[src/rtl/burst_pkg.sv]
`timescale 1ns/1ps
package burst_pkg;

  typedef enum logic [1:0] {
    BK_FIXED = 2'b00,
    BK_INCR  = 2'b01,
    BK_WRAP  = 2'b10,
    BK_RSVD  = 2'b11
  } burst_kind_e;

  // True when a wrapping burst may use this beat count.
  function automatic logic wrap_count_ok(input int unsigned beats);
    return (beats == 2) || (beats == 4) || (beats == 8) || (beats == 16);
  endfunction

  // log2 of a legal wrapping beat count; zero otherwise.
  function automatic logic [2:0] wrap_count_lg(input int unsigned beats);
    case (beats)
      2:       return 3'd1;
      4:       return 3'd2;
      8:       return 3'd3;
      16:      return 3'd4;
      default: return 3'd0;
    endcase
  endfunction

  // Mask of byte-offset bits for a 2**sh_amt aligned quantity.
  function automatic logic [63:0] low_mask(input int unsigned sh_amt);
    return (64'd1 << sh_amt) - 64'd1;
  endfunction

endpackage

[src/rtl/burst_req_check.sv]
`timescale 1ns/1ps
module burst_req_check
  import burst_pkg::*;
#(
  parameter int ADDR_W  = 32,
  parameter int LEN_W   = 8,
  parameter int SIZE_W  = 3,
  parameter int PAGE_LG = 12
) (
  input  logic [ADDR_W-1:0] start_i,
  input  logic [1:0]        kind_i,
  input  logic [LEN_W-1:0]  len_i,
  input  logic [SIZE_W-1:0] size_i,
  output logic              err_o,
  output logic              page_err_o,
  output logic [ADDR_W-1:0] size_mask_o,
  output logic [ADDR_W-1:0] wrap_mask_o
);
  localparam int MAX_SH = (1 << SIZE_W) - 1;
  localparam int EXT_W  = ADDR_W + LEN_W + MAX_SH + 2;
  localparam int SH_W   = SIZE_W + 3;

  burst_kind_e        kind;
  logic [LEN_W:0]     beats;
  logic [2:0]         wrap_lg;
  logic [SH_W-1:0]    wrap_sh;
  logic               wrap_len_ok;
  logic               misaligned;
  logic [EXT_W-1:0]   start_ext;
  logic [EXT_W-1:0]   span_ext;
  logic [EXT_W-1:0]   end_ext;

  assign kind        = burst_kind_e'(kind_i);
  assign beats       = {1'b0, len_i} + {{LEN_W{1'b0}}, 1'b1};
  assign wrap_len_ok = wrap_count_ok(32'(beats));
  assign wrap_lg     = wrap_count_lg(32'(beats));
  assign wrap_sh     = SH_W'(size_i) + SH_W'(wrap_lg);

  assign size_mask_o = ADDR_W'(low_mask(32'(size_i)));
  assign wrap_mask_o = ADDR_W'(low_mask(32'(wrap_sh)));
  assign misaligned  = |(start_i & size_mask_o);

  always_comb begin
    err_o = 1'b0;
    if (kind == BK_RSVD) begin
      err_o = 1'b1;
    end else if (kind == BK_WRAP) begin
      err_o = !wrap_len_ok || misaligned;
    end
  end

  // Last byte touched by an incrementing burst, in a width that cannot overflow.
  assign start_ext = EXT_W'(start_i & ~size_mask_o);
  assign span_ext  = EXT_W'(beats) << size_i;
  assign end_ext   = start_ext + span_ext - EXT_W'(1);

  assign page_err_o = (kind == BK_INCR) &&
                      (end_ext[EXT_W-1:PAGE_LG] != start_ext[EXT_W-1:PAGE_LG]);

endmodule

[src/rtl/burst_step.sv]
`timescale 1ns/1ps
module burst_step
  import burst_pkg::*;
#(
  parameter int ADDR_W = 32
) (
  input  logic [ADDR_W-1:0] cur_i,
  input  burst_kind_e       kind_i,
  input  logic              err_i,
  input  logic [ADDR_W-1:0] size_mask_i,
  input  logic [ADDR_W-1:0] wrap_lo_i,
  input  logic [ADDR_W-1:0] wrap_mask_i,
  output logic [ADDR_W-1:0] nxt_o
);
  logic [ADDR_W-1:0] bytes;
  logic [ADDR_W-1:0] incr_nxt;
  logic [ADDR_W-1:0] wrap_nxt;

  assign bytes    = size_mask_i + ADDR_W'(1);
  assign incr_nxt = (cur_i & ~size_mask_i) + bytes;
  assign wrap_nxt = wrap_lo_i | ((cur_i + bytes) & wrap_mask_i);

  always_comb begin
    nxt_o = cur_i;
    if (!err_i) begin
      case (kind_i)
        BK_INCR: nxt_o = incr_nxt;
        BK_WRAP: nxt_o = wrap_nxt;
        default: nxt_o = cur_i;
      endcase
    end
  end

endmodule

[src/rtl/burst_beat_ctr.sv]
`timescale 1ns/1ps
module burst_beat_ctr #(
  parameter int LEN_W = 8
) (
  input  logic             clk,
  input  logic             rst,
  input  logic             load_i,
  input  logic [LEN_W-1:0] len_i,
  input  logic             step_i,
  output logic [LEN_W-1:0] idx_o,
  output logic [LEN_W-1:0] len_o,
  output logic             last_o,
  output logic             final_o
);
  logic [LEN_W-1:0] idx_nxt;

  assign idx_nxt = idx_o + LEN_W'(1);
  assign final_o = step_i && last_o;

  always_ff @(posedge clk) begin
    if (rst) begin
      idx_o  <= '0;
      len_o  <= '0;
      last_o <= 1'b0;
    end else if (load_i) begin
      idx_o  <= '0;
      len_o  <= len_i;
      last_o <= (len_i == '0);
    end else if (step_i) begin
      if (last_o) begin
        last_o <= 1'b0;
      end else begin
        idx_o  <= idx_nxt;
        last_o <= (idx_nxt == len_o);
      end
    end
  end

endmodule

[src/rtl/burst_addr_gen.sv]
`timescale 1ns/1ps
module burst_addr_gen
  import burst_pkg::*;
#(
  parameter int ADDR_W  = 32,
  parameter int LEN_W   = 8,
  parameter int SIZE_W  = 3,
  parameter int PAGE_LG = 12
) (
  input  logic              clk,
  input  logic              rst,
  input  logic              req_valid,
  output logic              req_ready,
  input  logic [ADDR_W-1:0] req_addr,
  input  logic [1:0]        req_kind,
  input  logic [LEN_W-1:0]  req_len,
  input  logic [SIZE_W-1:0] req_size,
  input  logic              advance,
  output logic              busy,
  output logic              done,
  output logic [ADDR_W-1:0] beat_addr,
  output logic [LEN_W-1:0]  beat_idx,
  output logic              beat_last,
  output logic              err,
  output logic              page_err
);
  // Named internal events, also observed by the bound checker.
  logic              ld_fire;
  logic              step_fire;
  logic              burst_end;
  burst_kind_e       kind_q;
  logic [LEN_W-1:0]  len_q;
  logic [ADDR_W-1:0] size_mask_q;
  logic [ADDR_W-1:0] wrap_lo_q;
  logic [ADDR_W-1:0] wrap_mask_q;
  logic [ADDR_W-1:0] addr_nxt;

  logic              chk_err;
  logic              chk_page_err;
  logic [ADDR_W-1:0] chk_size_mask;
  logic [ADDR_W-1:0] chk_wrap_mask;

  logic              busy_q;
  logic              done_q;
  logic              err_q;
  logic              page_err_q;
  logic [ADDR_W-1:0] addr_q;

  assign req_ready = !busy_q;
  assign ld_fire   = req_valid && req_ready;
  assign step_fire = advance && busy_q;

  burst_req_check #(
    .ADDR_W (ADDR_W),
    .LEN_W  (LEN_W),
    .SIZE_W (SIZE_W),
    .PAGE_LG(PAGE_LG)
  ) req_check_i (
    .start_i    (req_addr),
    .kind_i     (req_kind),
    .len_i      (req_len),
    .size_i     (req_size),
    .err_o      (chk_err),
    .page_err_o (chk_page_err),
    .size_mask_o(chk_size_mask),
    .wrap_mask_o(chk_wrap_mask)
  );

  burst_step #(
    .ADDR_W(ADDR_W)
  ) step_i (
    .cur_i      (addr_q),
    .kind_i     (kind_q),
    .err_i      (err_q),
    .size_mask_i(size_mask_q),
    .wrap_lo_i  (wrap_lo_q),
    .wrap_mask_i(wrap_mask_q),
    .nxt_o      (addr_nxt)
  );

  burst_beat_ctr #(
    .LEN_W(LEN_W)
  ) beat_ctr_i (
    .clk    (clk),
    .rst    (rst),
    .load_i (ld_fire),
    .len_i  (req_len),
    .step_i (step_fire),
    .idx_o  (beat_idx),
    .len_o  (len_q),
    .last_o (beat_last),
    .final_o(burst_end)
  );

  always_ff @(posedge clk) begin
    if (rst) begin
      busy_q      <= 1'b0;
      done_q      <= 1'b0;
      err_q       <= 1'b0;
      page_err_q  <= 1'b0;
      addr_q      <= '0;
      kind_q      <= BK_FIXED;
      size_mask_q <= '0;
      wrap_lo_q   <= '0;
      wrap_mask_q <= '0;
    end else if (ld_fire) begin
      busy_q      <= 1'b1;
      done_q      <= 1'b0;
      err_q       <= chk_err;
      page_err_q  <= chk_page_err;
      addr_q      <= req_addr;
      kind_q      <= burst_kind_e'(req_kind);
      size_mask_q <= chk_size_mask;
      wrap_lo_q   <= req_addr & ~chk_wrap_mask;
      wrap_mask_q <= chk_wrap_mask;
    end else if (burst_end) begin
      busy_q <= 1'b0;
      done_q <= 1'b1;
    end else if (step_fire) begin
      addr_q <= addr_nxt;
    end
  end

  assign busy      = busy_q;
  assign done      = done_q;
  assign err       = err_q;
  assign page_err  = page_err_q;
  assign beat_addr = addr_q;

endmodule

[config.mk]
export PLATFORM = sky130hd
export DESIGN_NAME = burst_addr_gen
export DESIGN_NICKNAME = d
export VERILOG_FILES = /design/src/rtl/burst_pkg.sv /design/src/rtl/burst_req_check.sv /design/src/rtl/burst_step.sv /design/src/rtl/burst_beat_ctr.sv /design/src/rtl/burst_addr_gen.sv
export SDC_FILE = /design/constraint.sdc
export NUM_CORES = 1
export LEC_CHECK = 0
export BUFFER_PORTS_ARGS = -buffer_cell sky130_fd_sc_hd__buf_2
export CORE_UTILIZATION = 45
export CTS_CLUSTER_DIAMETER = 120
export DETAILED_ROUTE_END_ITERATION = 16
export PLACE_DENSITY = 0.75
export SETUP_SLACK_MARGIN = 0.5
export SYNTH_ARGS = -nofsm -noshare
export SYNTH_HDL_FRONTEND = slang
export SYNTH_SLANG_ARGS = --single-unit
[constraint.sdc]
create_clock -name clk -period 4.1 [get_ports clk]
set_input_delay 0 -clock clk [delete_from_list [all_inputs] [get_ports clk]]
set_output_delay 0 -clock clk [all_outputs]
set_load 0.005 [all_outputs]
==> results of run 1 <==
==> area by class of cell <==
cell class	count	area, sq um	area share
Clock buffer	20	467	0.0293
Clock inverter	11	244	0.0153
Sequential cell	133	2680	0.168
Tap cell	341	427	0.0268
Inverter	86	323	0.0203
Multi-Input combinational cell	1378	9890	0.620
Timing Repair Buffer	267	1910	0.120
==> kinds of logic (layout without fill, tap and decap cells) <==
| logic type | Yosys count | in the layout |
|---|---|---|
| AO/OA/AOI/OAI | 513 | 513 |
| XOR/XNOR | 107 | 107 |
| adder cells (fa/ha/maj) | 126 | 126 |
| buffers and inverters | 170 | 384 |
| flip-flops | 133 | 133 |
| multiplexers | 24 | 24 |
| AND/OR/NAND/NOR | 608 | 608 |
==> Yosys cell counts (all sizes together) (6+ instances only) <==
| cell type | count |
|---|---|
| o32ai | 6 |
| or3 | 11 |
| nor2 | 122 |
| xnor2 | 65 |
| a211oi | 38 |
| a22o | 8 |
| and3 | 19 |
| buf | 13 |
| o211ai | 20 |
| o21bai | 7 |
| nand3 | 56 |
| a21o | 51 |
| a221oi | 7 |
| dfxtp | 133 |
| a22oi | 15 |
| and2 | 16 |
| a31oi | 26 |
| ha | 123 |
| nand2b | 20 |
| clkbuf | 71 |
| xor2 | 42 |
| nand2 | 197 |
| nor2b | 53 |
| nor4 | 18 |
| and4 | 6 |
| nor3 | 37 |
| a41oi | 6 |
| o22ai | 7 |
| o31ai | 7 |
| nand4 | 22 |
| mux2 | 6 |
| a21boi | 11 |
| a211o | 11 |
| or2 | 13 |
| o21ai | 64 |
| nor3b | 6 |
| mux2i | 18 |
| o21a | 14 |
| a21oi | 171 |
| inv | 86 |
==> final timing paths <==
check / endpoint / slack (ns) / startpoint
max reg2reg: beat_addr[31] / 0.31 / size_mask_q[2]
min reg2reg: wrap_mask_q[30] / 0.45 / wrap_mask_q[30]
min: size_mask_q[1] / 0.05 / req_size[0]
max: beat_addr[31] / 0.31 / size_mask_q[2]
==> cell usage in the layout (no fill, tap or decap), drive strengths merged, types with 51 or more instances in the layout <==
master	n
a21o	51
a21oi	171
buf	221
dfxtp	133
ha	123
inv	88
nand2	197
nand3	56
nor2	122
nor2b	53
o21ai	64
xnor2	65
==> critical path, cell delays in order, from the launching register on <==
cell	delay [ns]
dfxtp_2	0.34
and4_4	0.25
nand2_4	0.07
nor2_4	0.13
nand3_4	0.13
nor2_2	0.13
xor2_1	0.10
ha_1	0.33
nand4_1	0.19
buf_4	0.20
buf_4	0.13
o221a_4	0.23
a21oi_2	0.18
a31o_4	0.20
a41o_1	0.24
a41oi_2	0.18
buf_4	0.18
a21o_1	0.15
o32a_1	0.31
==> power breakdown <==
group / switching [mW] / internal (mW) / leakage, nW
Clock: 0.645 / 1.25 / 0.343
Combinational: 0.894 / 0.636 / 5.71
Sequential: 0.0639 / 1.36 / 1.09
==> sequential cells by signal, summed over array words and instances (netlist names) <==
name	count
done	1
beat_ctr_i.len_o	8
kind_q	2
err	1
beat_ctr_i.last_o	1
beat_ctr_i.idx_o	8
page_err	1
wrap_lo_q	32
size_mask_q	15
busy	1
beat_addr	32
wrap_mask_q	31
==> per-stage QoR <==
step | utilization | area [sq um] | setup TNS (ns) | setup slack, ns | hold slack [ns]
floorplan | - | 12700 | 0 | 0.304 | 0.118
global placement | 0.516 | 13900 | -0.0169 | -0.0169 | 0.241
detailed placement | 0.516 | 13900 | -0.0578 | -0.0578 | 0.246
CTS | 0.576 | 15600 | 0 | 0.340 | 0.0487
global route | 0.590 | 15900 | 0 | 0.165 | 0.0566
finish | 0.590 | 15900 | 0 | 0.308 | 0.0545
==> metal layers <==
layer | track usage | wire length [microns] | up-vias
li1 | - | - | 6484
met1 | 0.382 | 18300 | 6431
met2 | 0.517 | 20700 | 613
met3 | 0.0402 | 3220 | 123
met4 | 0.131 | 1920 | 0
met5 | 0 | 0 | -
==> timing repair <==
item,4_1_cts,5_1_grt
hold buffers,46,0
hold endpoints to repair,61,0
gates resized for setup,59,66
setup buffers,23,11
pin swaps,44,53
setup endpoints to repair,16,27
==> results.json, run 1 <==
{
  "status": "complete, no violations",
  "grt_pass1_vias": 12800,
  "post_synth_num_cell_types": 84,
  "tightest_slew_ns": 0.827,
  "synth_edf_count": 0,
  "critPathMaxFanout": 4,
  "fin_crit_sh": 0.925,
  "clock-sinks": 133,
  "yosys.area.top_type": "dfxtp_1",
  "slew_headroom": 0.447,
  "drc": 0,
  "synth-simple-area-share": 0.238,
  "grt.total_usage": 0.303,
  "muxShareOfSynthArea": 0.0199,
  "syn-mean-instance-area_sq_um": 7.41,
  "final_max_slew_viol_count": 0,
  "syn_to_final_growth_pct": 28.0,
  "antenna_found_initial": 0,
  "netlist.area_leader.share": 0.214,
  "ir_worst_vdd_mv": 0.276,
  "hold_class": "input port to flop",
  "cts_tree": "built",
  "start_util": 0.461,
  "synth_area_leaders": "dfxtp_1 (21%), ha_1 (12%), a21oi_1 (6.8%), nand2_1 (5.8%), xnor2_1 (4.6%)",
  "diodes": 0,
  "setup_violations": 0,
  "firstDrtPassIters": 6,
  "core_sq_um": 27000,
  "fin_skew_ns": 0.0126,
  "fillerInstances": 2397,
  "hpwl_microns": 31500,
  "ios": 95,
  "num_rows": 60,
  "seq_area_frac_synth": 0.214,
  "clock.fmax_mhz": 264,
  "synth_fp_nets": 1856,
  "cp-end-kind": "flop",
  "critical_path_class": "flop to flop",
  "placed_cells": 2125,
  "cts_made_buffers": 17,
  "cp-start-kind": "flop",
  "clock_path_buffers": 2,
  "wirelength_microns": 44100,
  "synth_top_family_by_area": "compound AO/OA/AOI/OAI gates",
  "place.gp.congestion": 0.986,
  "hold_violations": 0,
  "grt_pass1_wl_microns": 68000,
  "wl_per_cell_microns": 19.7,
  "synth_xor_area_frac": 0.0752,
  "io_buffers": 94,
  "drive_gt1_frac": 0.215,
  "rsz0062_at_grt": "true",
  "synth-adder-area-share": 0.128,
  "ys_async_sr_fraction": 0,
  "ys_seq_elements": 133,
  "synthFlopType": "dfxtp_1",
  "worstRegToRegCells": 18,
  "maxCapViolCount": 0,
  "clkLatencyLatePin_ns": 0.44,
  "path_clk_slew_ns": 0.07,
  "cts_max_level": 4,
  "yosys_warnings": 0,
  "die_x_microns": 168,
  "hold_path_depth": 4,
  "netlist_area_sq_um": 12500,
  "final_nets": 2058,
  "timing.final.crit_period_ns": 3.79,
  "final_cells": 2236,
  "root_buffer": "clkbuf_16",
  "globalRoute.totalOverflow": 0,
  "netlist_instances": 1681,
  "avgViaCountPerCell": 6.11,
  "power_density_nw_per_um2": 304,
  "drt_iter0_drc": 1175,
  "critPathRequiredTime_ns": 4.42,
  "grt_max_degree": 72,
  "vias": 13700,
  "synth_compound_area_frac": 0.272,
  "die_h_microns": 168,
  "p_total_mw": 4.85,
  "p_leak_nw": 7.14,
  "crit_arrival_ns": 4.11,
  "postRouteAntennaNets": 0,
  "fp.dieArea_sq_um": 28300
}
Power figures use the tool's default switching activity.
==> inputs of run 2 (changes only) <==
==> constraint.sdc (replaced) <==
create_clock -name clk -period 4.1 [get_ports clk]
set_input_delay 0.205 -clock clk [delete_from_list [all_inputs] [get_ports clk]]
set_output_delay 0.205 -clock clk [all_outputs]
set_load 0.005 [all_outputs]
==> results.json, run 2 (same netlist as run 1, synthesis figures left out) <==
{
  "status": "complete, no violations",
  "fillerInstances": 2340,
  "cts_made_buffers": 17,
  "final_cells": 2286,
  "worstPathCellList": "and4_4 > nand2_4 > nor2_4 > buf_4 > buf_4 > xor2_2 > ha_1 > buf_4 > and4_4 > nor2b_1 > o311a_1 > o21ai_1 > buf_4 > a31oi_4 > buf_4 > o311ai_4 > a31oi_1 > or3_1 > a21oi_1",
  "critical_path_class": "flop to flop",
  "drc": 0,
  "clock.fmax_mhz": 263,
  "ir_worst_vdd_mv": 0.185,
  "final_common_cell": "buf_4",
  "wirelength_microns": 44300,
  "regArea_sq_um": 2670,
  "fin_crit_sh": 0.929,
  "pwr-share-seq": 0.298,
  "pwr-share-clk": 0.330,
  "antenna_found_initial": 1,
  "intPower_mw": 3.07,
  "clkLatencyLatePin_ns": 0.44,
  "drt_iter0_drc": 1182,
  "place.gp.congestion": 0.973,
  "power_density_nw_per_um2": 287,
  "swShare": 0.355,
  "core_sq_um": 27000,
  "avgViaCountPerCell": 6.08,
  "vias": 13900,
  "crit_arrival_ns": 4.17,
  "crit_slowest_cell": "dfxtp_2",
  "tightest_slew_ns": 1.06,
  "grt_max_degree": 90,
  "slew_headroom": 0.292,
  "critPathRequiredTime_ns": 4.46,
  "die_h_microns": 168,
  "grt_pass1_wl_microns": 69100,
  "rsz0062_at_grt": "true",
  "p_total_mw": 4.76,
  "start_util": 0.461,
  "critPathMaxFanout": 4,
  "drive_gt1_frac": 0.285,
  "fp.dieArea_sq_um": 28300,
  "num_rows": 60,
  "firstDrtPassIters": 7,
  "crit_top_cell": "buf_4",
  "path_clk_slew_ns": 0.07,
  "hpwl_microns": 32400,
  "grt.total_usage": 0.305,
  "multiInputGateArea_sq_um": 10300,
  "hold_class": "input port to flop",
  "setup_ws_ns": 0.291,
  "root_buffer": "clkbuf_16",
  "final_max_slew_viol_count": 0,
  "postRouteAntennaNets": 0,
  "ios": 95,
  "globalRoute.totalOverflow": 0,
  "grt_pass1_vias": 13300,
  "p_leak_nw": 7.45,
  "die_x_microns": 168,
  "clock-sinks": 133,
  "cp-start-kind": "flop",
  "final_nets": 2106,
  "setup_violations": 0,
  "syn_to_final_growth_pct": 33.0,
  "pwr-share-comb": 0.371,
  "timing.final.crit_period_ns": 3.81,
  "io_buffers": 94,
  "clock_path_buffers": 2,
  "hold_violations": 0,
  "final_cell_mix": "buf_4 (209), nand2_1 (184), a21oi_1 (151)",
  "pre_cts_ws_ns": -0.313,
  "hold_ws_ns": 0.0324,
  "cts_tree": "built",
  "maxCapViolCount": 0,
  "cp-end-kind": "flop",
  "cts_max_level": 4,
  "wl_per_cell_microns": 19.4,
  "placed_cells": 2208,
  "p_sw_mw": 1.69,
  "fin_skew_ns": 0.0144,
  "crit_path_max_incr_delay_ns": 0.32
}
-- run 2: power groups by stage --
| stage | clock network [mW] | logic [mW] | registers [mW] |
|---|---|---|---|
| 6_report | 1.57 | 1.77 | 1.42 |
| 5_1_grt | 1.64 | 1.92 | 1.42 |
| 4_1_cts | 1.57 | 1.69 | 1.42 |
| 3_5_place_dp | 0 | 1.52 | 1.44 |
| 3_3_place_gp | 0 | 1.50 | 1.44 |
| 2_1_floorplan | 0 | 0.980 | 1.43 |
-- run 2: timing repair --
| action | CTS | global route |
|---|---|---|
| hold buffers | 1 | 0 |
| pin swaps | 95 | 60 |
| resized for setup | 139 | 79 |
| setup endpoints to repair | 19 | 38 |
| endpoints found under the hold margin | 1 | 0 |
| setup buffers | 36 | 8 |
| gates cloned | 0 | 0 |
-- run 2: stage by stage --
step / util / area [sq um] / TNS [ns]
after floorplan: - / 12700 / 0
after global placement: 0.539 / 14600 / -0.250
after detailed placement: 0.539 / 14600 / -0.313
after CTS: 0.597 / 16100 / 0
after global routing: 0.613 / 16600 / 0
final: 0.613 / 16600 / 0
-- run 2: final timing paths --
| check | start | endpoint | slack, ns | depth (start not counted) |
|---|---|---|---|---|
| hold reg to reg | wrap_mask_q[30] | wrap_mask_q[30] | 0.45 | 1 |
| setup reg to reg | size_mask_q[2] | beat_addr[27] | 0.29 | 19 |
| hold / removal | req_len[0] | beat_ctr_i.len_o[0] | 0.03 | 3 |
| setup / recovery | size_mask_q[2] | beat_addr[27] | 0.29 | 19 |
-- run 2: per-layer routing --
layer,part of all wire,global-route usage,wire length [microns]
met5,0,0,0
met4,0.040,0.128,1770
met3,0.070,0.0454,3120
met2,0.48,0.528,21100
met1,0.41,0.375,18300
-- run 2: critical path, delay by kind of cell (launching register included) --
| kind | cells | cell delay (ns) |
|---|---|---|
| and+or+nand+nor | 6 | 1.11 |
| DFF | 1 | 0.32 |
| xor gates and xnor gates | 1 | 0.15 |
| adders and majority gates | 1 | 0.29 |
| AOI/OAI and AO/OA | 6 | 1.09 |
| buffers and inverters | 5 | 0.73 |
-- run 2: area by class of cell --
class	instances	share of cell area
antenna	1	0.000151
clock buffer	20	0.0270
clock inverter	12	0.00869
inverter	86	0.0195
multi-input combinational	1378	0.623
sequential	133	0.161
tap	341	0.0258
timing repair buffer	315	0.134
==> inputs of run 3 (changes only) <==
--- a/config.mk
+++ b/config.mk
@@ -7,6 +7,7 @@
 export LEC_CHECK = 0
 export BUFFER_PORTS_ARGS = -buffer_cell sky130_fd_sc_hd__buf_2
 export CORE_UTILIZATION = 45
+export CTS_BUF_LIST = sky130_fd_sc_hd__clkbuf_8
 export CTS_CLUSTER_DIAMETER = 120
 export DETAILED_ROUTE_END_ITERATION = 16
 export PLACE_DENSITY = 0.75
==> results.json, run 3 (same netlist as run 1, synthesis figures left out) <==
{
  "hold-path-endpoint": "wrap_lo_q[30]",
  "hold_violations": 0,
  "vias": 13900,
  "rsz0062_at_grt": "true",
  "hold_start": "req_addr[30]",
  "postRouteAntennaNets": 0,
  "wl_per_cell_microns": 19.2,
  "cp-start-kind": "input port",
  "globalRoute.totalOverflow": 0,
  "num_rows": 60,
  "hold_class": "input port to flop",
  "cts_made_buffers": 17,
  "final_common_cell": "buf_4",
  "avgViaCountPerCell": 6.07,
  "final_cells": 2293,
  "crit_path_max_incr_delay_ns": 0.35,
  "hold_ws_ns": 0.00994,
  "drt_iter0_drc": 1327,
  "wirelength_microns": 44100,
  "fillerInstances": 2379,
  "final_nets": 2113,
  "crit_top_cell": "inv_1",
  "fin_crit_sh": 0.922,
  "power_density_nw_per_um2": 266,
  "finalSetupTns_ns": 0,
  "setup_violations": 0,
  "fin_skew_ns": 0.0204,
  "cts_tree": "built",
  "timing.rr.start": "size_mask_q[5]",
  "multiInputGateArea_sq_um": 10300,
  "io_buffers": 94,
  "cp-end-kind": "flop",
  "worstPathCellList": "buf_6 > inv_1 > buf_4 > ha_1 > inv_1 > mux2i_1 > mux2i_1 > or2_2 > ha_1 > inv_1 > ha_4 > a211oi_4 > o31ai_4 > a211o_1 > o31ai_4 > o2111a_1 > o221ai_2 > nor4_2 > nand3_2 > nor3_4 > a41oi_2",
  "grt_pass1_vias": 13300,
  "tightest_slew_ns": 1.02,
  "pre_cts_ws_ns": -0.313,
  "p_leak_nw": 7.35,
  "die_h_microns": 168,
  "hold_path_depth": 2,
  "root_buffer": "clkbuf_8",
  "drc": 0,
  "ir_worst_vdd_mv": 0.175,
  "p_total_mw": 4.35,
  "cts_max_level": 4,
  "dpl_cell_area_sq_um": 14600,
  "design_area_sq_um": 16400,
  "grt_max_degree": 90,
  "syn_to_final_growth_pct": 31.4,
  "placed_cells": 2208,
  "die_x_microns": 168,
  "firstDrtPassIters": 6,
  "clkLatencyLatePin_ns": 0.47,
  "clock.fmax_mhz": 265,
  "clock-sinks": 133,
  "ios": 95,
  "critical_path_class": "input port to flop",
  "hpwl_microns": 32400,
  "worstRegToRegCells": 19,
  "final_max_slew_viol_count": 0,
  "critPathMaxFanout": 6,
  "status": "complete, no violations",
  "maxCapViolCount": 0,
  "drive_gt1_frac": 0.282,
  "crit_arrival_ns": 4.12,
  "grt_pass1_wl_microns": 68200,
  "core_sq_um": 27000,
  "clock_path_buffers": 2,
  "fin_util": 0.605,
  "slew_headroom": 0.316,
  "path_clk_slew_ns": 0.09,
  "critPathRequiredTime_ns": 4.44,
  "fp.dieArea_sq_um": 28300,
  "grt.total_usage": 0.301,
  "reg2reg_to": "beat_addr[31]",
  "timing.final.crit_period_ns": 3.78,
  "final_cell_mix": "buf_4 (220), nand2_1 (184), a21oi_1 (150)",
  "crit_slowest_cell": "nor4_2",
  "antenna_found_initial": 1,
  "reg2reg_slack_ns": 0.32,
  "setup_ws_ns": 0.319,
  "place.gp.congestion": 0.973,
  "start_util": 0.461,
  "regArea_sq_um": 2670
}
## run 3: changes by cell type in the layout (fill, tap and decap cells not counted), sizes merged
cell	change
inv	+2
clkbuf	-2
dlygate4sd3	+1
buf	+6
## run 3: final cells by class
type	instances	share of cell area
Tap cell	341	0.0261
Clock inverter	14	0.00925
Clock buffer	18	0.0151
Multi-Input combinational cell	1378	0.629
Sequential cell	133	0.163
Timing Repair Buffer	322	0.138
Antenna cell	1	0.000153
Inverter	86	0.0197
## run 3: metal layers
layer | up-vias | global-route usage | wire [microns]
li1 | 6603 | - | -
met1 | 6564 | 0.374 | 18500
met2 | 609 | 0.520 | 21000
met3 | 144 | 0.0369 | 2720
met4 | 0 | 0.135 | 1930
met5 | - | 0 | 0
## run 3: worst max-delay path, delay by kind of cell
family | cells | cell delay, ns
fa+ha+maj | 3 | 0.78
simple gates | 4 | 0.98
mux | 2 | 0.30
buf+inv | 5 | 0.46
compound gates | 7 | 1.41
## run 3: how the worst max path moves through the flow
stage,from,to,slack [ns],cells after the start
finish,req_len[0],page_err,0.32,21
global route,req_len[2],page_err,0.08,23
CTS,size_mask_q[5],beat_addr[31],0.35,19
detailed placement,req_len[0],page_err,-0.31,22
global placement,req_len[0],page_err,-0.25,21
floorplan,req_size[0],page_err,0.1,20
## run 3: power by group
part	switching, mW	internal, mW	leakage (nW)
registers	0.0623	1.36	1.09
logic	0.983	0.795	6.06
clock network	0.590	0.562	0.199
## run 3: repair_timing
action,CTS,global route
hold endpoints to repair,2,0
setup endpoints to repair,17,30
hold buffers,2,0
pin swaps,89,64
resized for setup,124,74
gates cloned,0,0
buffers inserted,36,14
